**config.mk**
```make
export PLATFORM = sky130hd
export DESIGN_NAME = expWidthConv
export DESIGN_NICKNAME = d
export VERILOG_FILES = /design/src/rtl/expConvPkg.sv /design/src/rtl/expConvCtrl.sv /design/src/rtl/expConvDatapath.sv /design/src/rtl/expWidthConv.sv
export SDC_FILE = /design/constraint.sdc
export NUM_CORES = 1
export LEC_CHECK = 0
export ABC_AREA = 1
export BUFFER_PORTS_ARGS = -buffer_cell sky130_fd_sc_hd__buf_4
export CORE_MARGIN = 4
export CORE_UTILIZATION = 51
export CTS_BUF_LIST = sky130_fd_sc_hd__clkbuf_4 sky130_fd_sc_hd__clkbuf_8 sky130_fd_sc_hd__clkbuf_16
export DETAILED_ROUTE_END_ITERATION = 10
export PLACE_DENSITY = 0.8
export SYNTH_ARGS = -nofsm -noshare
export SYNTH_HDL_FRONTEND = slang
export SYNTH_HIERARCHICAL = 1
export SYNTH_SLANG_ARGS = --single-unit
export TNS_END_PERCENT = 10
```
**constraint.sdc**
```tcl
create_clock -name clk -period 3.4 [get_ports clk]
set_clock_uncertainty 0.1 [all_clocks]
set_input_delay 0.51 -clock clk [delete_from_list [all_inputs] [get_ports clk]]
set_output_delay 0.51 -clock clk [all_outputs]
set_load 0.02 [all_outputs]
```
**src/rtl/expConvPkg.sv**
```systemverilog
package expConvPkg;

  // resolved bus width code, also the log2 of its byte count
  typedef enum logic [1:0] {
    BW8  = 2'd0,
    BW16 = 2'd1,
    BW32 = 2'd2
  } busWidthE;

  // strobes from the control to the datapath
  typedef struct packed {
    logic       load;     // latch a new processor request
    logic       capture;  // current expansion cycle completes this edge
    logic [1:0] partIdx;  // index of the current part
    logic [1:0] partLog;  // log2 bytes per part
    logic       io16;     // halfword I/O remap active
  } convStrobeT;

endpackage

```
**src/rtl/expConvCtrl.sv**
```systemverilog
module expConvCtrl
  import expConvPkg::*;
(
  input  logic       clk,
  input  logic       resetN,
  input  logic       porN,
  input  logic       strapPin,
  input  logic       cfgWrEn,
  input  logic [1:0] cfgWidth,
  input  logic       cpuReq,
  input  logic       cpuWrite,
  input  logic [1:0] cpuSize,
  input  logic [1:0] cpuSelBits,
  input  logic       expReady,
  output logic       busy,
  output logic       cpuDone,
  output logic       expStrobe,
  output logic       expWrite,
  output logic [1:0] expWidth,
  output logic [1:0] expSize,
  output logic       expCard,
  output convStrobeT strb
);

  typedef enum logic [1:0] {ST_IDLE, ST_RUN, ST_DONE} stateE;

  stateE      state;
  logic       bootReg;
  logic [1:0] fieldReg;
  logic [1:0] idxReg;
  logic [1:0] lastReg;
  logic [1:0] partLogReg;
  busWidthE   busWReg;
  logic       io16Reg;
  logic       cardReg;
  logic       writeReg;

  // strap capture, only during power-on reset
  always_ff @(posedge clk) begin
    if (!porN) bootReg <= strapPin;
  end

  always_ff @(posedge clk) begin
    if (!resetN)      fieldReg <= 2'b00;
    else if (cfgWrEn) fieldReg <= cfgWidth;
  end

  // decode of the incoming request
  logic [1:0] effField;
  logic       cardSel;
  logic       reqIo16;
  busWidthE   busWNext;
  logic [1:0] accLog;
  logic [1:0] partLogNext;
  logic [1:0] nPartLog;
  logic [1:0] lastNext;

  always_comb begin
    // the strap rotates the table by two entries
    effField = fieldReg ^ {bootReg, 1'b0};
    cardSel  = (effField == 2'b11);
    reqIo16  = cardSel && (cpuSelBits == 2'b11);
    unique case (effField)
      2'b00:   busWNext = BW32;
      2'b01:   busWNext = BW16;
      2'b10:   busWNext = BW8;
      default: busWNext = cpuSelBits[0] ? BW16 : BW8;
    endcase
    accLog      = (cpuSize == 2'd3) ? 2'd2 : cpuSize;
    partLogNext = (accLog < 2'(busWNext)) ? accLog : 2'(busWNext);
    if (reqIo16 && accLog == 2'd2) nPartLog = 2'd0;
    else                           nPartLog = accLog - partLogNext;
    unique case (nPartLog)
      2'd0:    lastNext = 2'd0;
      2'd1:    lastNext = 2'd1;
      default: lastNext = 2'd3;
    endcase
  end

  logic accept;
  logic partDone;
  assign accept   = (state == ST_IDLE) && cpuReq;
  assign partDone = (state == ST_RUN) && expReady;

  always_ff @(posedge clk) begin
    if (!resetN) begin
      state      <= ST_IDLE;
      idxReg     <= 2'd0;
      lastReg    <= 2'd0;
      partLogReg <= 2'd0;
      busWReg    <= BW32;
      io16Reg    <= 1'b0;
      cardReg    <= 1'b0;
      writeReg   <= 1'b0;
    end else begin
      unique case (state)
        ST_IDLE: if (accept) begin
          state      <= ST_RUN;
          idxReg     <= 2'd0;
          lastReg    <= lastNext;
          partLogReg <= partLogNext;
          busWReg    <= busWNext;
          io16Reg    <= reqIo16;
          cardReg    <= cardSel;
          writeReg   <= cpuWrite;
        end
        ST_RUN: if (expReady) begin
          if (idxReg == lastReg) state <= ST_DONE;
          else                   idxReg <= idxReg + 2'd1;
        end
        default: state <= ST_IDLE;
      endcase
    end
  end

  assign busy      = (state != ST_IDLE);
  assign cpuDone   = (state == ST_DONE);
  assign expStrobe = (state == ST_RUN);
  assign expWrite  = writeReg;
  assign expWidth  = busWReg;
  assign expSize   = partLogReg;
  assign expCard   = cardReg;

  always_comb begin
    strb.load    = accept;
    strb.capture = partDone;
    strb.partIdx = idxReg;
    strb.partLog = partLogReg;
    strb.io16    = io16Reg;
  end

  AST_DONE_SINGLE: assert property (@(posedge clk) disable iff (!resetN)
    cpuDone |=> !cpuDone);
  AST_DONE_AFTER_LAST: assert property (@(posedge clk) disable iff (!resetN)
    $rose(cpuDone) |-> $past(expStrobe && expReady));
  AST_STROBE_BUSY: assert property (@(posedge clk) disable iff (!resetN)
    expStrobe |-> busy);
  AST_BUSY_HOLD: assert property (@(posedge clk) disable iff (!resetN)
    busy |=> $stable(busWReg) && $stable(partLogReg));
  AST_IDX_BOUND: assert property (@(posedge clk) disable iff (!resetN)
    expStrobe |-> idxReg <= lastReg);

endmodule

```
**src/rtl/expConvDatapath.sv**
```systemverilog
module expConvDatapath
  import expConvPkg::*;
#(
  parameter int ADDR_W    = 32,
  parameter int REMAP_BIT = 25,
  parameter int ZERO_BIT  = 25
) (
  input  logic              clk,
  input  logic              resetN,
  input  convStrobeT        strb,
  input  logic [ADDR_W-1:0] cpuAddr,
  input  logic [1:0]        cpuSize,
  input  logic [31:0]       cpuWdata,
  input  logic [31:0]       expRdata,
  output logic [ADDR_W-1:0] expAddr,
  output logic [31:0]       expWdata,
  output logic [31:0]       cpuRdata
);

  logic [ADDR_W-1:0] baseReg;
  logic [31:0]       wdReg;
  logic [31:0]       accReg;
  logic              remapReg;

  logic [ADDR_W-1:0] alignedAddr;
  always_comb begin
    alignedAddr = cpuAddr;
    if (cpuSize[1])      alignedAddr[1:0] = 2'b00;
    else if (cpuSize[0]) alignedAddr[0]   = 1'b0;
  end

  logic [ADDR_W-1:0] lineAddr;
  logic [1:0]        lane;
  logic [31:0]       laneMask;
  logic [31:0]       placed;

  always_comb begin
    lineAddr = baseReg + (ADDR_W'(strb.partIdx) << strb.partLog);
    lane     = lineAddr[1:0];
    unique case (strb.partLog)
      2'd0:    laneMask = 32'h0000_00FF;
      2'd1:    laneMask = 32'h0000_FFFF;
      default: laneMask = 32'hFFFF_FFFF;
    endcase
    expWdata = (wdReg >> {lane, 3'b000}) & laneMask;
    placed   = (expRdata & laneMask) << {lane, 3'b000};
    expAddr  = lineAddr;
    if (strb.io16) expAddr[1] = remapReg;
    expAddr[ZERO_BIT] = 1'b0;
  end

  always_ff @(posedge clk) begin
    if (!resetN) begin
      baseReg  <= '0;
      wdReg    <= '0;
      accReg   <= '0;
      remapReg <= 1'b0;
    end else if (strb.load) begin
      baseReg  <= alignedAddr;
      wdReg    <= cpuWdata;
      accReg   <= '0;
      remapReg <= cpuAddr[REMAP_BIT];
    end else if (strb.capture) begin
      accReg <= accReg | placed;
    end
  end

  assign cpuRdata = accReg;

  AST_ACC_CLEAR: assert property (@(posedge clk) disable iff (!resetN)
    strb.load |=> cpuRdata == 32'd0);
  AST_BYTE_LANE: assert property (@(posedge clk) disable iff (!resetN)
    (strb.capture && strb.partLog == 2'd0) |=>
      $countones(cpuRdata ^ $past(cpuRdata)) <= 8);

endmodule

```
**src/rtl/expWidthConv.sv**
```systemverilog
module expWidthConv
  import expConvPkg::*;
(
  input  logic        clk,
  input  logic        porN,
  input  logic        rstN,
  input  logic        strapPin,
  input  logic        cfgWrEn,
  input  logic [1:0]  cfgWidth,
  input  logic        cpuReq,
  input  logic        cpuWrite,
  input  logic [1:0]  cpuSize,
  input  logic [31:0] cpuAddr,
  input  logic [31:0] cpuWdata,
  output logic [31:0] cpuRdata,
  output logic        cpuDone,
  output logic        busy,
  output logic [31:0] expAddr,
  output logic [31:0] expWdata,
  input  logic [31:0] expRdata,
  output logic        expStrobe,
  output logic        expWrite,
  input  logic        expReady,
  output logic [1:0]  expWidth,
  output logic [1:0]  expSize,
  output logic        expCard
);

  localparam int ADDR_W  = 32;
  localparam int SEL_LO  = 26;
  localparam int REMAP_B = 25;

  logic       resetN;
  convStrobeT strb;

  assign resetN = rstN && porN;

  expConvCtrl uCtrl (
    .clk        (clk),
    .resetN     (resetN),
    .porN       (porN),
    .strapPin   (strapPin),
    .cfgWrEn    (cfgWrEn),
    .cfgWidth   (cfgWidth),
    .cpuReq     (cpuReq),
    .cpuWrite   (cpuWrite),
    .cpuSize    (cpuSize),
    .cpuSelBits (cpuAddr[SEL_LO+1:SEL_LO]),
    .expReady   (expReady),
    .busy       (busy),
    .cpuDone    (cpuDone),
    .expStrobe  (expStrobe),
    .expWrite   (expWrite),
    .expWidth   (expWidth),
    .expSize    (expSize),
    .expCard    (expCard),
    .strb       (strb)
  );

  expConvDatapath #(
    .ADDR_W    (ADDR_W),
    .REMAP_BIT (REMAP_B),
    .ZERO_BIT  (REMAP_B)
  ) uData (
    .clk      (clk),
    .resetN   (resetN),
    .strb     (strb),
    .cpuAddr  (cpuAddr),
    .cpuSize  (cpuSize),
    .cpuWdata (cpuWdata),
    .expRdata (expRdata),
    .expAddr  (expAddr),
    .expWdata (expWdata),
    .cpuRdata (cpuRdata)
  );

  AST_WAIT_READY: assert property (@(posedge clk) disable iff (!resetN)
    (expStrobe && !expReady) |=> expStrobe && $stable(expAddr));
  AST_ADDR25_LOW: assert property (@(posedge clk) disable iff (!resetN)
    expStrobe |-> !expAddr[25]);
  AST_ADVANCE: assert property (@(posedge clk) disable iff (!resetN)
    (expStrobe && $past(expStrobe) && $past(expReady)) |->
      expAddr != $past(expAddr));

endmodule

```
==> summary.txt <==
Met3 WL = 1.69 mm
Pin count of the biggest net entering global routing = 54
Clock sink total = 112
Via-to-Cell Ratio = 5.25
Critical path class = reg2out
# hold bufs at CTS = 0
Post-route worst setup slack = 0.133 ns
Yosys warns = 6
Switch Pwr = 913 uW
All-Layer GR Usage = 0.279
Max Cap Viol = 0
Synthesized area = 0.00645 mm^2
CTS Buf Count = 9
Net count after synthesis = 1133
FFs w/ async S/R, synth = 0
Design area = 0.00840 mm^2
Crit. End Element = primary output
Number of I/O port buffers = 211
H-tree depth = 3
Pre-CTS WS = 0.0580 ns
Vias in the first global route = 6559
GRT overflow = 0
Multi-input gate area = 0.00358 mm^2
Seq/Total Area, Yosys = 0.349
Final min period = 3.27 ns
First-pass GRT wire length = 32.6 mm
Area delta synth->final = 30.3%
Pwr Total = 3020 uW
Nets@finish = 1311
Net Sw Frac = 0.302
I/O pins = 213
Status = finished clean
Pwr Density = 359 mW/mm^2
VDD IR max = 0.000272 V
FILL cells = 1158
Routed wire length = 20.7 mm
Total internal power = 2110 uW
Synth Flop Type = dfxtp_1
Largest cells by area after synthesis = dfxtp_1 (34%), nand2_1 (13%), nor2_1 (12%)
Slew Viols, Final = 0
Final setup fails = 0
Post-synth top area share = 0.345
CP startpoint kind = flip-flop
Tightest hold margin = 0.229 ns
Syn_area_per_cell = 6.35 um^2
HPWL Detailed = 15.4 mm
DRT iter0 DRCs = 639
Final hold vios = 0
Sequential power share = 0.462
Clk buf depth = 2
Crit Path Max Fanout = 17
Largest area contributor in the netlist = dfxtp_1
DRC viols = 0
Finished Layout Cells = 1366
Routed met1 length = 8.70 mm
Post-synth EDFFs = 1
Core Area = 0.0122 mm^2
Die W = 120 um
RSZ-0062 raised after global routing = true
Seq cells post-synth = 112
Clock Latency Late Sink = 0.35 ns
Final Wtd Congestion = 0.912
Worst setup path start = uCtrl/expSize[0]$_SDFFE_PN0P_
Placed insts = 1349
Initial antenna violation count = 0
Die height = 120 um
Part of the cycle the worst path needs = 0.961
Min-delay src = strapPin
Critical Path RT = 2.79 ns
TritonCTS clock tree = done
Rel. slew slack = 0.530
Share of post-route cells with drive strength above 1 = 0.242
ANT cells = 0
Syn Inst Count = 1015
Initial Util = 0.528
Logic gate share of total power = 0.194
Achievable Freq = 306 MHz
DP Area = 0.00803 mm^2
Row count = 40
Via count = 7168
Hold crit path type = in2reg
Post-DRT Antenna Nets = 0
Drt pass-1 iters = 5
Leak Pwr = 0.00395 uW
CP Data Arrival Time = 2.66 ns
WL met2 = 9.88 mm
Distinct cells, synth = 40
CTS clk-pin slew, worst paths = 0.08 ns
Sequential cell area = 0.00225 mm^2
Clk root buf = clkbuf_16
Die Area = 0.0145 mm^2
Average wire per standard cell = 15.1 um
Top layer used by detailed routing = met4
RR Startpoint = uCtrl/expSize[0]$_SDFFE_PN0P_
Worst Max-Slew Pin Slew = 0.704 ns
Clock share of power = 0.344
[final timing paths]
| check | end | slack, ns | cells after the start |
|---|---|---|---|
| max | expWdata[12] | 0.13 | 10 |
| min | uCtrl/bootReg$_DFFE_PN_ | 0.23 | 1 |
| max reg2reg | uData/cpuRdata[1]$_SDFFE_PP0P_ | 0.66 | 11 |
| min reg2reg | uData/cpuRdata[24]$_SDFFE_PP0P_ | 0.35 | 2 |
[critical path, cell delays in order (launching register included)]
cell and delay [ns]:
dfxtp_2 0.36, inv_1 0.09, nand2_2 0.10, nor2_1 0.12, ha_2 0.19, inv_1 0.06, fa_2 0.60, clkinvlp_4 0.12
buf_12 0.16, a221oi_2 0.29, buf_4 0.19
[Yosys cell counts (2+ instances only)]
library cell / instances
a21oi_1: 69
a21oi_2: 3
a221oi_1: 7
a31oi_1: 8
buf_2: 24
buf_4: 14
clkbuf_1: 19
dfxtp_1: 111
ha_1: 9
inv_1: 82
inv_2: 7
nand2_1: 231
nand2_2: 6
nand3_1: 59
nand3_2: 3
nand3_4: 2
nand3b_1: 5
nand4_1: 9
nor2_1: 210
nor2_2: 6
o21ai_0: 90
o21ai_2: 3
o22ai_1: 8
xnor2_1: 6
xor2_1: 9
[repair_timing]
item,CTS,global route
endpoints found under the hold margin,0,0
resized for setup,4,12
setup endpoints to repair,24,38
buffers inserted,1,0
pin swaps,0,2
[power groups by stage]
| stage | clock, uW | combinational [uW] | sequential, uW |
|---|---|---|---|
| finish | 1040 | 586 | 1390 |
| global route | 1110 | 643 | 1400 |
| CTS | 1060 | 575 | 1390 |
| detailed placement | 0 | 565 | 1420 |
| global placement | 0 | 559 | 1420 |
| floorplan | 0 | 338 | 1420 |
[metal layers]
layer,global-route usage,up-vias
met4,0.0751,0
met2,0.469,296
met5,0,-
li1,-,3606
met3,0.0711,31
met1,0.356,3235
[layout make-up]
type | instances | area share
tap | 168 | 0.0250
inverter | 91 | 0.0414
sequential | 112 | 0.268
timing repair buffer | 226 | 0.205
multi-input combinational | 753 | 0.426
clock inverter | 7 | 0.00774
clock buffer | 9 | 0.0268
[kinds of logic after synthesis]
kind of cell,count (synthesis),share of synthesized area
adders and majority gates,10,0.0206
xor gates and xnor gates,15,0.0204
buffers and inverters,150,0.103
DFF,112,0.349
other,1,0.000582
AOI/OAI and AO/OA,192,0.162
and+or+nand+nor,535,0.344
[per-stage QoR]
stage | util | TNS (ns)
after floorplan | - | 0
after global placement | 0.657 | 0
after detailed placement | 0.657 | 0
after CTS | 0.684 | 0
after global routing | 0.688 | -0.0361
final | 0.688 | 0
[state kept, by name (all words and copies together) (netlist names)]
register,count
uCtrl/io16Reg,1
uCtrl/expSize,2
uCtrl/lastReg,2
uData/baseReg,32
uData/cpuRdata,32
uCtrl/idxReg,2
uData/wdReg,32
uCtrl/fieldReg,2
uCtrl/expWrite,1
uCtrl/bootReg,1
uCtrl/state,2
uCtrl/expWidth,2
uCtrl/expCard,1
[placed cells by master, fill, tap and decap left out, types with 2 or more instances in the layout]
| cell | n |
|---|---|
| inv_1 | 79 |
| nand2_1 | 228 |
| xor2_1 | 9 |
| clkinvlp_4 | 3 |
| nand3_4 | 2 |
| dfxtp_1 | 110 |
| a221oi_1 | 2 |
| inv_2 | 9 |
| o21ai_2 | 3 |
| nor2_2 | 6 |
| xnor2_1 | 6 |
| a31oi_1 | 8 |
| nor2_1 | 210 |
| nand3b_1 | 5 |
| a221oi_2 | 6 |
| a21oi_1 | 69 |
| buf_12 | 2 |
| nand2_2 | 8 |
| ha_1 | 8 |
| nand4_1 | 9 |
| clkbuf_16 | 9 |
| o21ai_0 | 90 |
| a21oi_2 | 3 |
| buf_4 | 224 |
| o22ai_1 | 8 |
| nand3_2 | 3 |
| nand3_1 | 59 |
No activity file was read; power rests on OpenSTA's default activity.
